**src/rtl/adc_avg_pkg.sv**
```systemverilog
package adc_avg_pkg;
  typedef enum logic [1:0] {
    ST_IDLE,
    ST_WAIT,
    ST_SAMPLE
  } seq_state_e;
endpackage

```
**src/rtl/adc_avg_ctrl.sv**
```systemverilog
module adc_avg_ctrl
  import adc_avg_pkg::*;
#(
  parameter int CH_W      = 4,
  parameter int NUM_CH    = 10,
  parameter int CODE_W    = 3,
  parameter int MAX_CODE  = 6,
  parameter int LAT_LONG  = 40,
  parameter int LAT_SHORT = 20
) (
  input  logic              clk_i,
  input  logic              rst_ni,
  input  logic              start_i,
  input  logic              soft_rst_i,
  input  logic [CH_W-1:0]   chan_i,
  input  logic [CODE_W-1:0] avg_code_i,
  input  logic              lat_sel_i,
  input  logic              smp_valid_i,
  output logic [CH_W-1:0]   chan_o,
  output logic [CODE_W-1:0] code_o,
  output logic              clr_o,
  output logic              add_o,
  output logic              last_o,
  output logic              busy_o,
  output logic              done_o,
  output logic              eoc_o
);
  localparam int LAT_W = $clog2(LAT_LONG);
  localparam int CNT_W = MAX_CODE + 1;

  seq_state_e        state_q;
  logic [LAT_W-1:0]  wait_q;
  logic [CNT_W-1:0]  cnt_q;
  logic [CNT_W-1:0]  target;
  logic [CODE_W-1:0] code_eff;
  logic              accept;

  assign code_eff = (avg_code_i > CODE_W'(MAX_CODE)) ? CODE_W'(MAX_CODE) : avg_code_i;
  assign accept   = (state_q == ST_IDLE) && start_i && !soft_rst_i && (chan_i < CH_W'(NUM_CH));
  assign target   = (CNT_W'(1) << code_o) - CNT_W'(1);
  assign clr_o    = accept;
  assign add_o    = (state_q == ST_SAMPLE) && smp_valid_i && !soft_rst_i;
  assign last_o   = add_o && (cnt_q == target);
  assign busy_o   = (state_q != ST_IDLE);

  always_ff @(posedge clk_i or negedge rst_ni) begin
    if (!rst_ni) begin
      state_q <= ST_IDLE;
      wait_q  <= '0;
      cnt_q   <= '0;
      chan_o  <= '0;
      code_o  <= '0;
      done_o  <= 1'b0;
      eoc_o   <= 1'b0;
    end else begin
      done_o <= 1'b0;
      if (soft_rst_i) begin
        state_q <= ST_IDLE;
        wait_q  <= '0;
        cnt_q   <= '0;
      end else begin
        unique case (state_q)
          ST_IDLE: if (accept) begin
            state_q <= ST_WAIT;
            chan_o  <= chan_i;
            code_o  <= code_eff;
            wait_q  <= lat_sel_i ? LAT_W'(LAT_SHORT - 1) : LAT_W'(LAT_LONG - 1);
            cnt_q   <= '0;
            eoc_o   <= 1'b0;
          end
          ST_WAIT: begin
            if (wait_q == '0) state_q <= ST_SAMPLE;
            else              wait_q  <= wait_q - LAT_W'(1);
          end
          ST_SAMPLE: if (add_o) begin
            if (last_o) begin
              state_q <= ST_IDLE;
              done_o  <= 1'b1;
              eoc_o   <= 1'b1;
            end else begin
              cnt_q <= cnt_q + CNT_W'(1);
            end
          end
          default: state_q <= ST_IDLE;
        endcase
      end
    end
  end

  // sample counter never passes the selected burst length
  p_cnt_bound_r1: assert property (@(posedge clk_i) disable iff (!rst_ni)
    (state_q == ST_SAMPLE) |-> (cnt_q <= target));

  // no sample is taken while settling
  p_no_early_add_r3: assert property (@(posedge clk_i) disable iff (!rst_ni)
    (state_q == ST_WAIT) |=> !($past(add_o)));
endmodule

```
**src/rtl/adc_avg_acc.sv**
```systemverilog
module adc_avg_acc #(
  parameter int DATA_W   = 12,
  parameter int CODE_W   = 3,
  parameter int MAX_CODE = 6
) (
  input  logic              clk_i,
  input  logic              rst_ni,
  input  logic              clr_i,
  input  logic              add_i,
  input  logic              last_i,
  input  logic              fmt_sel_i,
  input  logic [CODE_W-1:0] code_i,
  input  logic [DATA_W-1:0] data_i,
  output logic [DATA_W-1:0] result_o
);
  localparam int ACC_W = DATA_W + MAX_CODE;

  logic [ACC_W-1:0]  acc_q;
  logic [ACC_W-1:0]  sum_next;
  logic [ACC_W-1:0]  shifted;
  logic [DATA_W-1:0] avg;
  logic [DATA_W-1:0] fmt_res;
  logic              fmt_q;

  assign sum_next = acc_q + ACC_W'(data_i);
  assign shifted  = sum_next >> code_i;
  assign avg      = shifted[DATA_W-1:0];
  // two's complement = offset binary with the sign bit flipped
  assign fmt_res  = fmt_q ? avg : {~avg[DATA_W-1], avg[DATA_W-2:0]};

  always_ff @(posedge clk_i or negedge rst_ni) begin
    if (!rst_ni) begin
      acc_q    <= '0;
      fmt_q    <= 1'b1;
      result_o <= '0;
    end else if (clr_i) begin
      acc_q <= '0;
      fmt_q <= fmt_sel_i;
    end else if (last_i) begin
      acc_q    <= '0;
      result_o <= fmt_res;
    end else if (add_i) begin
      acc_q <= sum_next;
    end
  end

  // result register only moves on the final sample
  p_result_hold_r2: assert property (@(posedge clk_i) disable iff (!rst_ni)
    !last_i |=> $stable(result_o));
endmodule

```
**src/rtl/adc_avg_seq.sv**
```systemverilog
module adc_avg_seq #(
  parameter int DATA_W    = 12,
  parameter int CH_W      = 4,
  parameter int NUM_CH    = 10,
  parameter int CODE_W    = 3,
  parameter int MAX_CODE  = 6,
  parameter int LAT_LONG  = 40,
  parameter int LAT_SHORT = 20
) (
  input  logic              clk_i,
  input  logic              rst_ni,
  input  logic              start_i,
  input  logic              soft_rst_i,
  input  logic [CH_W-1:0]   chan_i,
  input  logic [CODE_W-1:0] avg_code_i,
  input  logic              lat_sel_i,
  input  logic              fmt_sel_i,
  input  logic              smp_valid_i,
  input  logic [DATA_W-1:0] smp_data_i,
  output logic [CH_W-1:0]   chan_sel_o,
  output logic [DATA_W-1:0] result_o,
  output logic              done_o,
  output logic              busy_o,
  output logic              eoc_o
);
  logic [CODE_W-1:0] code;
  logic              clr, add, last;

  adc_avg_ctrl #(
    .CH_W(CH_W), .NUM_CH(NUM_CH), .CODE_W(CODE_W), .MAX_CODE(MAX_CODE),
    .LAT_LONG(LAT_LONG), .LAT_SHORT(LAT_SHORT)
  ) i_ctrl (
    .clk_i, .rst_ni, .start_i, .soft_rst_i, .chan_i, .avg_code_i, .lat_sel_i,
    .smp_valid_i,
    .chan_o(chan_sel_o), .code_o(code), .clr_o(clr), .add_o(add), .last_o(last),
    .busy_o, .done_o, .eoc_o
  );

  adc_avg_acc #(
    .DATA_W(DATA_W), .CODE_W(CODE_W), .MAX_CODE(MAX_CODE)
  ) i_acc (
    .clk_i, .rst_ni, .clr_i(clr), .add_i(add), .last_i(last), .fmt_sel_i,
    .code_i(code), .data_i(smp_data_i), .result_o
  );

  p_done_idle_r5: assert property (@(posedge clk_i) disable iff (!rst_ni)
    done_o |-> (!busy_o && eoc_o));

  p_done_pulse_r5: assert property (@(posedge clk_i) disable iff (!rst_ni)
    done_o |=> !done_o);

  p_eoc_low_busy_r6: assert property (@(posedge clk_i) disable iff (!rst_ni)
    busy_o |-> !eoc_o);

  p_abort_r7: assert property (@(posedge clk_i) disable iff (!rst_ni)
    soft_rst_i |=> (!busy_o && !done_o));

  p_reserved_r8: assert property (@(posedge clk_i) disable iff (!rst_ni)
    (!busy_o && start_i && (chan_i >= CH_W'(NUM_CH))) |=> (!busy_o && $stable(chan_sel_o)));

  p_chan_hold_r9: assert property (@(posedge clk_i) disable iff (!rst_ni)
    (busy_o && $past(busy_o)) |-> $stable(chan_sel_o));
endmodule

```
**config.mk**
```make
export PLATFORM = sky130hd
export DESIGN_NAME = adc_avg_seq
export DESIGN_NICKNAME = d
export VERILOG_FILES = /design/src/rtl/adc_avg_pkg.sv /design/src/rtl/adc_avg_ctrl.sv /design/src/rtl/adc_avg_acc.sv /design/src/rtl/adc_avg_seq.sv
export SDC_FILE = /design/constraint.sdc
export NUM_CORES = 1
export LEC_CHECK = 0
export ABC_AREA = 0
export BUFFER_PORTS_ARGS = -buffer_cell sky130_fd_sc_hd__buf_4
export CORE_ASPECT_RATIO = 1.1
export CORE_MARGIN = 5
export CORE_UTILIZATION = 55
export CTS_BUF_LIST = sky130_fd_sc_hd__clkbuf_8
export CTS_CLUSTER_SIZE = 25
export DETAILED_ROUTE_END_ITERATION = 16
export PLACE_DENSITY_LB_ADDON = 0.2
export SLEW_MARGIN = 20
export SYNTH_ARGS = -nofsm -noshare
export SYNTH_HDL_FRONTEND = slang
export SYNTH_SLANG_ARGS = --single-unit
```
**constraint.sdc**
```tcl
create_clock -name clk_i -period 2.9 [get_ports clk_i]
set_clock_uncertainty 0.1 [all_clocks]
set_input_delay 0.58 -clock clk_i [delete_from_list [all_inputs] [get_ports clk_i]]
set_output_delay 0.58 -clock clk_i [all_outputs]
set_load 0.02 [all_outputs]
```
==> results.toml <==
[routing]
first_pass_iters = 11
drc = 1
ant_nets = 0
drt_wl_total_um = 10900
vias_per_cell = 6.24
vias = 3899
routedWlPerCell_um = 17.4
dr.first_iter.drc_count = 173

[power_and_ir_drop]
ir_drop_mv = 0.368
power_uw = 2680
p_leak_uw = 0.00237
pwr_density_cell_mw_per_mm2 = 528

[worst_setup_path]
crit_required_ns = 3.05
critPathSlowestCell = "dfrtp_1"
cp_num_cells = 11
critPathBufInv = 1
critPathArrivalTime_ns = 3.15
ff2ff_path_depth = 11
endpoint_kind = "flop"
worst_setup_path_start_kind = "flop"
path_class = "reg -> reg"
slowest_delay_ns = 0.43
crit_family = "compound AO/OA/AOI/OAI gates"
cp_max_fo = 6
crit_chain = "ha_4 -> fa_2 -> a21o_1 -> a221oi_4 -> buf_6 -> nor3_2 -> or3_4 -> o221a_1 -> a2111o_1 -> and4_1 -> o21ai_2"

[clock_tree]
h-tree-depth = 2
clk_latency_ns = 0.32
clockBufferDepth = 2
root_buffer = "clkbuf_8"
clk_pin_slew_ns = 0.11
cts_tree = "done"
clock-sinks = 55
numCtsBuffers = 5

[yosys]
ys_ff_latch = 55
async_flop_share = 1.00
synth_nets = 494
synthFlopType = "dfrtp_1"
yosys_warnings = 0
ys_types = 72
avgSynthCellArea_um2 = 9.06
netlist_area_mm2 = 0.00409
synth-seq-area-share = 0.337
syn_inst = 451
synth_edf_count = 0

[sta]
tightest_slew_ns = 0.759
rsz0062_at_grt = "true"
final-setup-viol-count = 8
slew-limit-headroom = 0.494
maxSlewViolCount = 0
setup_ws_ns = -0.0951
period_minus_slack_ns = 3.00
finalCritPeriodShare = 1.03
fmax_mhz = 334
hold_viol_final = 0

[min_path]
hp-class = "in -> async"

[global_route]
grt_max_degree = 56
grt_use_total = 0.242
antenna_found_initial = 0
grt_pass1_wl_um = 18000
grt_pass1_vias = 3864
grt_overflow_total = 0

[die]
rows = 33
coreArea_mm2 = 0.00735
die_h_um = 100
initial_core_util = 0.556
die_area_mm2 = 0.00926
chipWidth_um = 92.2
pin_count = 45

[cells_and_area]
drive_gt1_frac = 0.318
layout.nets = 580
syn_to_final_growth_pct = 24.4
fillCellCount = 593
antenna_cells = 0

[place]
place.gp.congestion = 0.935
io_buffers = 44
dpl.hpwl_um = 8030
pre_cts_ws_ns = -0.509

[status]
outcome = "complete, but fails checks"
violations = "design-rule violations, negative setup slack"

[run]
drv_cap = 0
final timing paths:
check	from	end	slack (ns)
worst max-delay path	i_acc.acc_q[0]	i_acc.result_o[11]	-0.1
min in group clk_i	chan_i[0]	i_ctrl.chan_o[0]	0.39
worst max register to register	i_acc.acc_q[0]	i_acc.result_o[11]	-0.1
worst min register to register	i_acc.result_o[0]	i_acc.result_o[0]	0.40
worst min-delay path	rst_ni	i_acc.acc_q[8]	0.19
max in group asynchronous	rst_ni	i_ctrl.code_o[0]	2.00
cells in the final DEF, fill, tap and decap left out, drive strengths merged, types with 9 or more instances in the layout:
master and n:
a21o 12, a21oi 28, a22o 10, buf 107, dfrtp 54, ha 16, inv 13, mux2 9
mux4 12, nand2 61, nand3 14, nor2 25, o21ai 34, or3 9, xnor2 9, xor2 10
worst register-to-register path: stages (launching register included):
cell	delay [ns]
dfrtp_1	0.43
ha_4	0.18
fa_2	0.34
a21o_1	0.21
a221oi_4	0.23
buf_6	0.17
nor3_2	0.04
or3_4	0.37
o221a_1	0.28
a2111o_1	0.35
and4_1	0.18
o21ai_2	0.05
state kept, by name, summed over array words and instances (netlist names):
register and cells:
i_acc.acc_q 18, i_acc.result_o 12, i_ctrl.cnt_q 7, i_ctrl.wait_q 6
i_ctrl.chan_o 4, i_ctrl.code_o 3, i_ctrl.state_q 2, i_acc.fmt_q 1
i_ctrl.done_o 1, i_ctrl.eoc_o 1
per-stage QoR:
step	hold WS (ns)	TNS (ns)	cell area, um2	cells	utilization
2_1_floorplan	0.184	-1.70	4130	451	-
3_3_place_gp	0.369	-4.64	4860	610	0.662
3_5_place_dp	0.380	-5.21	4860	610	0.662
4_1_cts	0.225	-0.176	5010	622	0.682
5_1_grt	0.264	-1.40	5080	625	0.692
6_report	0.187	-0.259	5080	625	0.692
cells in the mapped netlist, types with 2 or more instances:
master | count | area share
nor2b_1 | 4 | 0.0061
dfrtp_1 | 54 | 0.33
buf_2 | 7 | 0.0086
o221a_1 | 2 | 0.0055
nor2_1 | 25 | 0.023
a31oi_1 | 5 | 0.0077
o2111ai_1 | 2 | 0.0043
and2_1 | 5 | 0.0077
o311ai_0 | 3 | 0.0064
mux2_2 | 9 | 0.025
o22ai_1 | 2 | 0.0031
mux4_2 | 11 | 0.061
xnor2_1 | 9 | 0.019
xor2_1 | 10 | 0.021
a211oi_1 | 6 | 0.011
o2111a_1 | 2 | 0.0055
o21ai_0 | 32 | 0.039
nor3_1 | 4 | 0.0049
a21o_1 | 12 | 0.022
nand4_1 | 6 | 0.0092
nor3_2 | 2 | 0.0049
buf_1 | 2 | 0.0018
nand2_1 | 60 | 0.055
or3b_2 | 2 | 0.0043
a21oi_1 | 27 | 0.033
mux2i_1 | 3 | 0.0073
a22o_1 | 9 | 0.019
a22oi_1 | 2 | 0.0037
or2_2 | 4 | 0.0061
clkbuf_1 | 18 | 0.017
and3_1 | 7 | 0.011
nor3b_1 | 2 | 0.0037
o31ai_1 | 5 | 0.0092
o211ai_1 | 6 | 0.011
inv_1 | 13 | 0.012
o21a_1 | 4 | 0.0073
nand3_1 | 14 | 0.017
a211o_1 | 2 | 0.0043
nand2b_1 | 4 | 0.0061
ha_1 | 16 | 0.049
or3_1 | 8 | 0.012
report_power, final:
part	internal, uW	switching [uW]	total, uW
sequential	845	68.3	914
combinational	607	708	1320
clock	174	280	453
cells by family (layout without fill, tap and decap cells):
group	count (synthesis)	count (layout)	synth area share
XOR/XNOR	19	19	0.0407
AO/OA/AOI/OAI	137	137	0.233
adder cells (fa/ha/maj)	17	17	0.0539
buffers and inverters	41	128	0.0416
flip-flops	55	55	0.337
multiplexers	24	24	0.0992
AND/OR/NAND/NOR	158	158	0.195
layer usage:
| metal | up-vias | share of wire | wire, um | track usage |
|---|---|---|---|---|
| li1 | 1846 | - | - | - |
| met1 | 1883 | 0.42 | 4530 | 0.298 |
| met2 | 141 | 0.50 | 5500 | 0.426 |
| met3 | 29 | 0.053 | 574 | 0.0412 |
| met4 | 0 | 0.027 | 299 | 0.0891 |
| met5 | - | 0 | 0 | 0 |
timing repair:
action	4_1_cts	5_1_grt
endpoints found under the setup margin	11	27
pin swaps	8	3
buffers inserted	4	3
hold buffers	0	0
gates resized for setup	5	8
cell type report:
| class | count | area, um2 | area share |
|---|---|---|---|
| Multi-Input combinational cell | 355 | 2650 | 0.521 |
| Sequential cell | 55 | 1380 | 0.271 |
| Timing Repair Buffer | 107 | 807 | 0.159 |
| Tap cell | 87 | 109 | 0.0214 |
| Clock buffer | 5 | 68.8 | 0.0135 |
| Inverter | 13 | 48.8 | 0.00960 |
| Clock inverter | 3 | 25.0 | 0.00492 |
Note: power is estimated with default switching activity, not from simulation.
